<file path="src/rtl/dbw_pkg.sv">
package dbw_pkg;
  // receive selection state
  typedef enum logic [1:0] {
    SEL_NONE = 2'd0,
    SEL_NOM  = 2'd1,
    SEL_RED  = 2'd2
  } sel_e;

  localparam int NUM_BUS = 2;
  localparam int NOM_IDX = 0;
  localparam int RED_IDX = 1;
endpackage

</file>
<file path="src/rtl/dbw_sync.sv">
// Multi-flop synchronizer bringing an asynchronous bus line into the oscillator domain.
module dbw_sync #(
  parameter int STAGES = 2
) (
  input  logic clk,
  input  logic rst_n,
  input  logic d,
  output logic q
);
  logic [STAGES-1:0] chain_q;

  always_ff @(posedge clk or negedge rst_n) begin
    if (!rst_n) chain_q <= '0;
    else        chain_q <= {chain_q[STAGES-2:0], d};
  end

  assign q = chain_q[STAGES-1];
endmodule

</file>
<file path="src/rtl/dbw_phase.sv">
// Two-phase divider: the capture window is open in every second oscillator cycle.
module dbw_phase (
  input  logic clk,
  input  logic rst_n,
  output logic sample_en
);
  logic phase_q;

  always_ff @(posedge clk or negedge rst_n) begin
    if (!rst_n) phase_q <= 1'b0;
    else        phase_q <= ~phase_q;
  end

  assign sample_en = phase_q;
endmodule

</file>
<file path="src/rtl/dbw_channel.sv">
// Falling-edge capture plus saturating watchdog for one bus.
module dbw_channel #(
  parameter int WD_BITS = 5
) (
  input  logic clk,
  input  logic rst_n,
  input  logic line_s,
  input  logic sample_en,
  output logic hit,
  output logic active
);
  localparam int MSB = WD_BITS - 1;

  logic               prev_q;
  logic [WD_BITS-1:0] wd_q;

  // high-to-low only, and only inside the capture window
  assign hit = sample_en & prev_q & ~line_s;

  always_ff @(posedge clk or negedge rst_n) begin
    if (!rst_n) begin
      prev_q <= 1'b0;
      wd_q   <= '1;            // start silent
    end else begin
      prev_q <= line_s;
      if (hit)
        wd_q <= '0;
      else if (!wd_q[MSB])
        wd_q <= wd_q + 1'b1;   // counts up to the MSB, then holds
    end
  end

  assign active = ~wd_q[MSB];
endmodule

</file>
<file path="src/rtl/dbw_select.sv">
// Priority selector: nominal wins, one-cycle timeout pulse on every changeover.
module dbw_select
  import dbw_pkg::*;
(
  input  logic               clk,
  input  logic               rst_n,
  input  logic [NUM_BUS-1:0] act,
  input  logic               sim_tx,
  output logic               rx_sel_red,
  output logic               rx_inhibit,
  output logic               timeout_n,
  output logic [NUM_BUS-1:0] tx_en
);
  sel_e target;
  sel_e sel_q;
  logic chg_q;

  always_comb begin
    if (act[NOM_IDX])      target = SEL_NOM;
    else if (act[RED_IDX]) target = SEL_RED;
    else                   target = SEL_NONE;
  end

  always_ff @(posedge clk or negedge rst_n) begin
    if (!rst_n) begin
      sel_q <= SEL_NONE;
      chg_q <= 1'b0;
    end else begin
      sel_q <= target;
      chg_q <= (target != sel_q);
    end
  end

  assign rx_inhibit = (sel_q == SEL_NONE);
  assign rx_sel_red = (sel_q == SEL_RED);
  assign timeout_n  = ~(rx_inhibit | chg_q);

  assign tx_en[NOM_IDX] = (sel_q == SEL_NOM) | (~rx_inhibit & sim_tx);
  assign tx_en[RED_IDX] = (sel_q == SEL_RED) | (~rx_inhibit & sim_tx);
endmodule

</file>
<file path="src/rtl/dual_bus_watchdog.sv">
module dual_bus_watchdog
  import dbw_pkg::*;
#(
  parameter int WD_BITS     = 5,
  parameter int SYNC_STAGES = 2
) (
  input  logic osc_clk,
  input  logic por_n,
  input  logic nom_line,
  input  logic red_line,
  input  logic sim_tx,
  output logic nom_active,
  output logic red_active,
  output logic rx_sel_red,
  output logic rx_inhibit,
  output logic tx_en_nom,
  output logic tx_en_red,
  output logic timeout_n
);
  logic [NUM_BUS-1:0] line_raw;
  logic [NUM_BUS-1:0] line_s;
  logic [NUM_BUS-1:0] hit_vec;
  logic [NUM_BUS-1:0] act_vec;
  logic [NUM_BUS-1:0] tx_vec;
  logic               sample_en;

  assign line_raw[NOM_IDX] = nom_line;
  assign line_raw[RED_IDX] = red_line;

  dbw_phase u_phase (
    .clk       (osc_clk),
    .rst_n     (por_n),
    .sample_en (sample_en)
  );

  for (genvar b = 0; b < NUM_BUS; b++) begin : g_bus
    dbw_sync #(.STAGES(SYNC_STAGES)) u_sync (
      .clk   (osc_clk),
      .rst_n (por_n),
      .d     (line_raw[b]),
      .q     (line_s[b])
    );

    dbw_channel #(.WD_BITS(WD_BITS)) u_chan (
      .clk       (osc_clk),
      .rst_n     (por_n),
      .line_s    (line_s[b]),
      .sample_en (sample_en),
      .hit       (hit_vec[b]),
      .active    (act_vec[b])
    );
  end

  dbw_select u_sel (
    .clk        (osc_clk),
    .rst_n      (por_n),
    .act        (act_vec),
    .sim_tx     (sim_tx),
    .rx_sel_red (rx_sel_red),
    .rx_inhibit (rx_inhibit),
    .timeout_n  (timeout_n),
    .tx_en      (tx_vec)
  );

  assign nom_active = act_vec[NOM_IDX];
  assign red_active = act_vec[RED_IDX];
  assign tx_en_nom  = tx_vec[NOM_IDX];
  assign tx_en_red  = tx_vec[RED_IDX];
endmodule

</file>
<file path="config.mk">
export PLATFORM = sky130hd
export DESIGN_NAME = dual_bus_watchdog
export DESIGN_NICKNAME = d
export VERILOG_FILES = /design/src/rtl/dbw_pkg.sv /design/src/rtl/dbw_sync.sv /design/src/rtl/dbw_phase.sv /design/src/rtl/dbw_channel.sv /design/src/rtl/dbw_select.sv /design/src/rtl/dual_bus_watchdog.sv
export SDC_FILE = /design/constraint.sdc
export NUM_CORES = 1
export LEC_CHECK = 0
export ABC_AREA = 1
export BUFFER_PORTS_ARGS = -buffer_cell sky130_fd_sc_hd__buf_2
export CORE_MARGIN = 1.5
export CORE_UTILIZATION = 48
export DETAILED_ROUTE_END_ITERATION = 8
export PLACE_DENSITY = 0.78
export SYNTH_ARGS = -nofsm -noshare
export SYNTH_HDL_FRONTEND = slang
export SYNTH_HIERARCHICAL = 1
export SYNTH_SLANG_ARGS = --single-unit
export TNS_END_PERCENT = 5
</file>
<file path="constraint.sdc">
create_clock -name osc_clk -period 1 [get_ports osc_clk]
set_input_delay 0.1 -clock osc_clk [delete_from_list [all_inputs] [get_ports osc_clk]]
set_output_delay 0.1 -clock osc_clk [all_outputs]
set_load 0.03 [all_outputs]
</file>
# Word-level counts from Yosys, hierarchy flattened
# Index checks and enable logic that the tools add are counted.
# Widths: inputs -> output; s select.
[totals] reg_bits=20 elab_cells=40 input_bits=5 output_inout_bits=7
[classes] muxes=6 bitwise_logic=15 n_eq_ne=5 addsub=2 reduce_logical=1
[op_table] cell="$mux 5" n=4
[op_table] cell="$add 5x1->5 const B" n=2
[op_table] cell="$not 1->1" n=7
[op_table] cell="$and 1x1->1" n=5
[op_table] cell="$mux 2" n=2
[op_table] cell="$ne 2x1->1 const B" n=2
[op_table] cell="$or 1x1->1" n=3
[op_table] cell="$eq 2x1->1 const B" n=1
[op_table] cell="$eq 2x2->1 const B" n=1
[op_table] cell="$logic_not 2->1" n=1
[op_table] cell="$ne 2x2->1" n=1

# Logic depth before layout (Yosys ltp)
# Gate-level depths: netlist of the first run.
[logic_depth] depth_word=4 mapped_depth=6

# By module
# Netlist of the first run, hierarchy kept.
[by_module_without_submodules] mod="dbw_channel" area_per_inst_um2=274.0 cells_each=32 n_inst=2 seq_area_each_um2=156.4
[by_module_without_submodules] mod="dbw_select" area_per_inst_um2=140.1 cells_each=18 n_inst=1 seq_area_each_um2=75.1
[by_module_without_submodules] mod="dbw_sync" area_per_inst_um2=50.0 cells_each=2 n_inst=2 seq_area_each_um2=50.0
[by_module_without_submodules] mod="dbw_phase" area_per_inst_um2=28.8 cells_each=2 n_inst=1 seq_area_each_um2=25.0

# Least setup slack after synthesis of the first run
# No wires, ideal clock.
[synth_path] path_type="reg2out" from="register u_sel.sel_q[1]" to="output tx_en_nom" t_required_ns=0.900 stages_incl_launch_ff=3 arrival_ns=1.208 path_slack_ns=-0.308 n_path_buf=0 cell_sequence="dfrtp_1 -> nor2_1 -> a21oi_1"
[synth_via] elab_chain_len=4 elab_cells_between_ends=5 cone_classes="eq/ne (1); bitwise (3); reduce/logical (1)"
[synth_lines] element="from (decl)" line_no="dbw_select.sv:15" text="sel_e sel_q;"
[synth_lines] element="from (signal assigned)" line_no="dbw_select.sv:29" text="sel_q <= target;"
[synth_lines] element="$logic_not 2->1" line_no="dbw_select.sv:34" text="assign rx_inhibit = (sel_q == SEL_NONE);"
[synth_lines] element="net rx_inhibit" line_no="dual_bus_watchdog.sv:15" text="output logic rx_inhibit,"
[synth_lines] element="$not 1->1" line_no="dbw_select.sv:38" text="assign tx_en[NOM_IDX] = (sel_q == SEL_NOM) | (~rx_inhibit & sim_tx);"
[synth_lines] element="$and 1x1->1" line_no="dbw_select.sv:38"
[synth_lines] element="$or 1x1->1" line_no="dbw_select.sv:38"
[synth_lines] element="to (decl)" line_no="dual_bus_watchdog.sv:16" text="output logic tx_en_nom,"
# The timed path passes the listed nets, and every way through them passes these cells.

# Worst setup path in the final report of the first run
[layout_path] from="register u_sel.sel_q[1]" to="output tx_en_nom"
[layout_via] elab_chain_len=4 elab_cells_between_ends=5 cone_classes="eq/ne (1); bitwise (3); reduce/logical (1)"
[layout_lines] element="$logic_not 2->1" line_no="dbw_select.sv:34"
[layout_lines] element="$not 1->1" line_no="dbw_select.sv:38"
[layout_lines] element="$and 1x1->1" line_no="dbw_select.sv:38"
[layout_lines] element="$or 1x1->1 *" line_no="dbw_select.sv:38"
# Mark *: on every way between the ends. The rest lies on a longest branch, timed or not.

==> impl_metrics.tcl, run 1 <==
set metrics [dict create \
    slew_violations 0 \
    clkLatencyLatePin_ns 0.29 \
    io_pins 12 \
    area_growth_pct 30.3 \
    p_clk_share_pct 12.4 \
    status "finished with violations" \
    first_pass_iters 4 \
    wl_per_cell_um 10.3 \
    power.total_mw 3.63 \
    crit_type "flip-flop to output port" \
    worst_setup_path_end_kind "output port" \
    via_count 596 \
    layout_common_cells "nand2_1, inv_1, dfstp_2" \
    synth_top_area_share_pct 32.2 \
    floorplan.initialDensity_pct 53.0 \
    place_congestion 0.801 \
    fp.dieH_um 44.3 \
    path_max_fanout 4 \
    htreeDepth 1 \
    row_count 14 \
    critPathArrivalTime_ns 1.11 \
    grt_pass1_vias 554 \
    synth_area_leaders "dfstp_2, dfrtp_1, nand2_1" \
    core_area_mm2 0.00154 \
    hold_path.class "input port to async pin" \
    cts_tree "done" \
    p_switching_mw 1.45 \
    critical_path.cell_chain "nor2_4 -> a21oi_2 -> buf_6" \
    setup_violations 10 \
    maxCapViolCount 0 \
    relSlewSlack_pct 72.9 \
    power_density_mw_per_mm2 3410 \
    synthCells 88 \
    synth-seq-cells 20 \
    routed_wl_um 1270 \
    syn-num-nets 95 \
    tns_ns -1.39 \
    skew_ns 0.00504 \
    numPortBuffers 11 \
    place_inst 115 \
    p_leak_nw 0.538 \
    drcViolationCount 0 \
    synth_area_um2 817 \
    dp_slack_ns -0.0269 \
    clk_path_buf_depth 2 \
    p_int_mw 2.18 \
    fmax_mhz 829 \
    period_needed_ns 1.21 \
    dieArea_mm2 0.00196 \
    final_common_cell "nand2_1" \
    avgSynthCellArea_um2 9.28 \
    placed_cell_area_um2 907 \
    grtUsageTotal_pct 15.9 \
    design_area_mm2 0.00106 \
    rsz0062_at_grt "true" \
    p_sw_share_pct 39.9 \
    final_util_pct 69.1 \
    grt_start_max_net_pins 21 \
    setup_slack_ns -0.206 \
    ctsRootBufferMaster "clkbuf_4" \
    cp_slowest_stage_delay_ns 0.46 \
    hpwl_um 883 \
    hold_violations 0 \
    grt_pass1_wl_um 2170 \
    worst_pin_slew_ns 0.406 \
    fin_crit_sh_pct 121 \
    viasPerCell 4.85 \
    num-nets-final 115 \
    cts.sinks 20 \
    slowest_stage "dfrtp_2" \
    die_width_um 44.3 \
    power_frac_comb_pct 45.2 \
    drtIter0Drc 20 \
    yosysSeqAreaShare_pct 62.8 \
    grt.overflow.total 0 \
    cp_top_family "flip-flops" \
    finalNonFillerCells 123 \
    drive_above_1_share_pct 38.3 \
    p_seq_share_pct 42.4 \
    setup.worst_path.start_class "flip-flop" \
    clk_pin_slew_ns 0.11 \
    ant_nets 0 \
    timing.hold.ws_ns 0.257 \
    cp.buffers_inverters 1 \
    cts_buffers 3 \
    required_ns 0.90 \
    ir_drop_uv 1510 \
    insertedDiodeCount 0 \
    violations "negative setup slack" \
    yosysTopAreaCell "dfstp_2" \
    yosysWarningCount 6 \
    antenna_found_initial 0 \
    synth_cell_types 12 \
]
-- cell families after synthesis --
group                      count (synthesis)  synth area share (%)
and+or+nand+nor                           42                  21.3
DFF                                       20                  62.8
buffers and inverters                     15                  6.89
AOI/OAI and AO/OA                          8                  4.90
adders and majority gates                  2                  3.06
xor gates and xnor gates                   1                  1.07
-- cell type report --
| cell class | count | area, um2 |
|---|---|---|
| repair buffers | 15 | 129 |
| well taps | 16 | 20.0 |
| multi-input cells | 53 | 303 |
| clock buffers | 4 | 36.3 |
| flip-flops and latches | 20 | 515 |
| fillers | 113 | 477 |
| inverters | 15 | 61.3 |
-- Yosys cell counts --
master / instances
nand2_1: 20
ha_1: 2
xnor2_1: 1
nor2_1: 11
nand3_1: 7
dfstp_2: 10
nor3_1: 2
dfrtp_1: 10
a21oi_1: 8
nor2_2: 2
inv_1: 13
inv_2: 2
-- power by group through the flow --
stage / registers (mW) / clock network (mW) / logic [mW]
6_report: 1.54 / 0.450 / 1.64
5_1_grt: 1.58 / 0.514 / 1.83
4_1_cts: 1.52 / 0.470 / 1.58
3_5_place_dp: 1.48 / 0 / 1.31
3_3_place_gp: 1.46 / 0 / 1.27
2_1_floorplan: 1.42 / 0 / 1.05
-- final timing paths --
path                                                  from                    endpoint  slack [ns]  cells after the start
worst max-delay path                        u_sel/sel_q[1]                   tx_en_nom       -0.21                      3
min in group osc_clk            g_bus[0].u_sync/chain_q[0]  g_bus[0].u_sync/chain_q[1]        0.37                      0
worst max register to register     g_bus[0].u_chan/wd_q[0]     g_bus[0].u_chan/wd_q[1]       -0.04                      5
worst min-delay path                                 por_n  g_bus[0].u_sync/chain_q[0]        0.26                      2
max in group asynchronous                            por_n     g_bus[1].u_chan/wd_q[1]        0.42                      2
worst min register to register  g_bus[0].u_sync/chain_q[0]  g_bus[0].u_sync/chain_q[1]        0.37                      0
-- repair_timing --
action | CTS | global route
gates resized for setup | 17 | 7
hold buffers | 3 | 0
pin swaps | 2 | 7
setup buffers | 1 | 0
endpoints found under the setup margin | 14 | 16
endpoints found under the hold margin | 12 | 0
-- layer usage --
| layer | global-route usage (%) | routed length, um | share of wire [%] |
|---|---|---|---|
| met1 | 18.5 | 590 | 46 |
| met2 | 25.9 | 612 | 48 |
| met3 | 3.67 | 47 | 3.7 |
| met4 | 10.9 | 18 | 1.4 |
| met5 | 0 | 0 | 0 |
-- registers in the layout (all words and copies together), names as in the netlist --
name and count:
g_bus.u_chan/wd_q 10, u_sel/sel_q 2, g_bus.u_chan/prev_q 2, u_phase/sample_en 1, u_sel/chg_q 1, g_bus.u_sync/chain_q 4
-- worst reg2reg max path, stage by stage (launching register included) --
cell,delay [ns]
dfstp_2,0.59
ha_4,0.21
nand2_1,0.06
nand2_1,0.04
nand2_1,0.05
inv_1,0.04
Note: power is estimated with default switching activity, not from simulation.
==> run 2, diff against run 1 <==
--- a/config.mk
+++ b/config.mk
@@ -10,7 +10,7 @@
 export CORE_MARGIN = 1.5
 export CORE_UTILIZATION = 48
 export DETAILED_ROUTE_END_ITERATION = 8
-export PLACE_DENSITY = 0.78
+export PLACE_DENSITY = 0.72
 export SYNTH_ARGS = -nofsm -noshare
 export SYNTH_HDL_FRONTEND = slang
 export SYNTH_HIERARCHICAL = 1
==> run 2 against run 1 <==
The run still ends with negative setup slack left. Final cell count unchanged. Register-to-register slack about the same. Sequential cell count unchanged. Sequential share of layout area increased by 0.99 points. Clock skew decreased by 0.0041 ns. Setup slack got worse by 0.027 ns. Die area unchanged. Sequential power about the same. Maximum frequency decreased by 2.2%. Largest cell class unchanged. Highest routed layer unchanged.
==> impl_metrics.tcl, run 2 (synthesis gave the netlist of run 1 again) <==
set metrics [dict create \
    path_max_fanout 4 \
    num-nets-final 115 \
    p_leak_nw 0.533 \
    relSlewSlack_pct 71.9 \
    design_area_mm2 0.00104 \
    clkLatencyLatePin_ns 0.29 \
    grt_pass1_vias 539 \
    fmax_mhz 811 \
    place_congestion 0.797 \
    ctsRootBufferMaster "clkbuf_4" \
    fp.dieH_um 44.3 \
    tns_ns -1.47 \
    area_growth_pct 27.7 \
    antenna_found_initial 0 \
    regMostFlops "g_bus.u_chan/wd_q" \
    first_pass_iters 4 \
    floorplan.initialDensity_pct 53.0 \
    ant_nets 0 \
    layout_common_cells "nand2_1, inv_1, dfstp_2" \
    power_density_mw_per_mm2 3380 \
    maxCapViolCount 0 \
    via_count 585 \
    period_needed_ns 1.23 \
    clk_path_buf_depth 2 \
    crit_type "flip-flop to output port" \
    drtIter0Drc 11 \
    insertedDiodeCount 0 \
    wl_per_cell_um 10.7 \
    regArea_um2 515 \
    skew_ns 0.000929 \
    htreeDepth 1 \
    slew_violations 0 \
    core_area_mm2 0.00154 \
    cts_buffers 3 \
    die_width_um 44.3 \
    setup.worst_path.start_class "flip-flop" \
    setup_violations 13 \
    final_common_cell "nand2_1" \
    routed_wl_um 1320 \
    placed_cell_area_um2 907 \
    largest_reg_flops 10 \
    clk_pin_slew_ns 0.10 \
    grt_pass1_wl_um 2240 \
    io_pins 12 \
    grtUsageTotal_pct 16.5 \
    drive_above_1_share_pct 37.4 \
    row_count 14 \
    worst_pin_slew_ns 0.421 \
    hpwl_um 895 \
    rsz0062_at_grt "true" \
    r2r_slack_ns -0.05 \
    hold_violations 0 \
    status "finished with violations" \
    dieArea_mm2 0.00196 \
    fin_crit_sh_pct 123 \
    grt.overflow.total 0 \
    multi_input_area_um2 285 \
    cts_tree "done" \
    reg2reg_depth 3 \
    ir_drop_uv 1740 \
    numPortBuffers 11 \
    violations "negative setup slack" \
    grt_start_max_net_pins 21 \
    hold_path.class "input port to async pin" \
    viasPerCell 4.76 \
    place_inst 115 \
    finalNonFillerCells 123 \
    setup_slack_ns -0.232 \
    final_util_pct 67.7 \
    num-fill-cells 116 \
    reg_top3 "g_bus.u_chan/wd_q (10), g_bus.u_sync/chain_q (4)" \
    critPathArrivalTime_ns 1.13 \
    worst_setup_path_end_kind "output port" \
    cts.sinks 20 \
    drcViolationCount 0 \
    required_ns 0.90 \
]
run 2: routing by layer:
layer / part of all wire [%] / global-route usage (%) / vias to the layer above
li1: - / - / 311
met1: 48 / 19.3 / 260
met2: 48 / 27.1 / 12
met3: 3.5 / 4.90 / 2
met4: 1.1 / 9.09 / 0
met5: 0 / 0 / -
run 2: area by class of cell:
class	count	share of cell area, %
Multi-Input combinational cell	53	27.3
Tap cell	16	1.92
Clock buffer	4	3.48
Inverter	15	5.88
Sequential cell	20	49.4
Timing Repair Buffer	15	12.0
run 2: repair_timing:
item | CTS | global route
hold buffers | 3 | 0
hold endpoints to repair | 12 | 0
resized for setup | 18 | 2
pin swaps | 4 | 2
endpoints found under the setup margin | 16 | 16
setup buffers | 1 | 0
run 2: where the power goes:
part	internal [mW]	switching [mW]
clock network	0.222	0.232
logic	0.664	0.903
registers	1.23	0.279
run 2: through the flow:
| stage | hold WS [ns] | total power, mW | setup WS [ns] |
|---|---|---|---|
| final | 0.265 | 3.53 | -0.232 |
| after global routing | 0.296 | 3.81 | -0.287 |
| after CTS | 0.264 | 3.55 | -0.242 |
| after detailed placement | 0.0630 | 2.79 | -0.0360 |
| after global placement | 0.0631 | 2.74 | -0.0132 |
| after floorplan | -0.196 | 2.47 | -0.0444 |
run 2: worst paths after layout:
kind | start | endpoint
hold / removal | por_n | u_sel/sel_q[1]
hold reg to reg | g_bus[1].u_sync/chain_q[0] | g_bus[1].u_sync/chain_q[1]
min in group osc_clk | g_bus[1].u_sync/chain_q[0] | g_bus[1].u_sync/chain_q[1]
setup reg to reg | g_bus[1].u_chan/wd_q[1] | g_bus[1].u_chan/wd_q[4]
setup / recovery | u_sel/sel_q[1] | timeout_n
max in group asynchronous | por_n | g_bus[1].u_chan/wd_q[0]
run 2: worst max-delay path, stage by stage, from the launching register on:
cell	delay, ns
dfrtp_2	0.46
nor2_4	0.16
nor2_1	0.06
buf_4	0.16
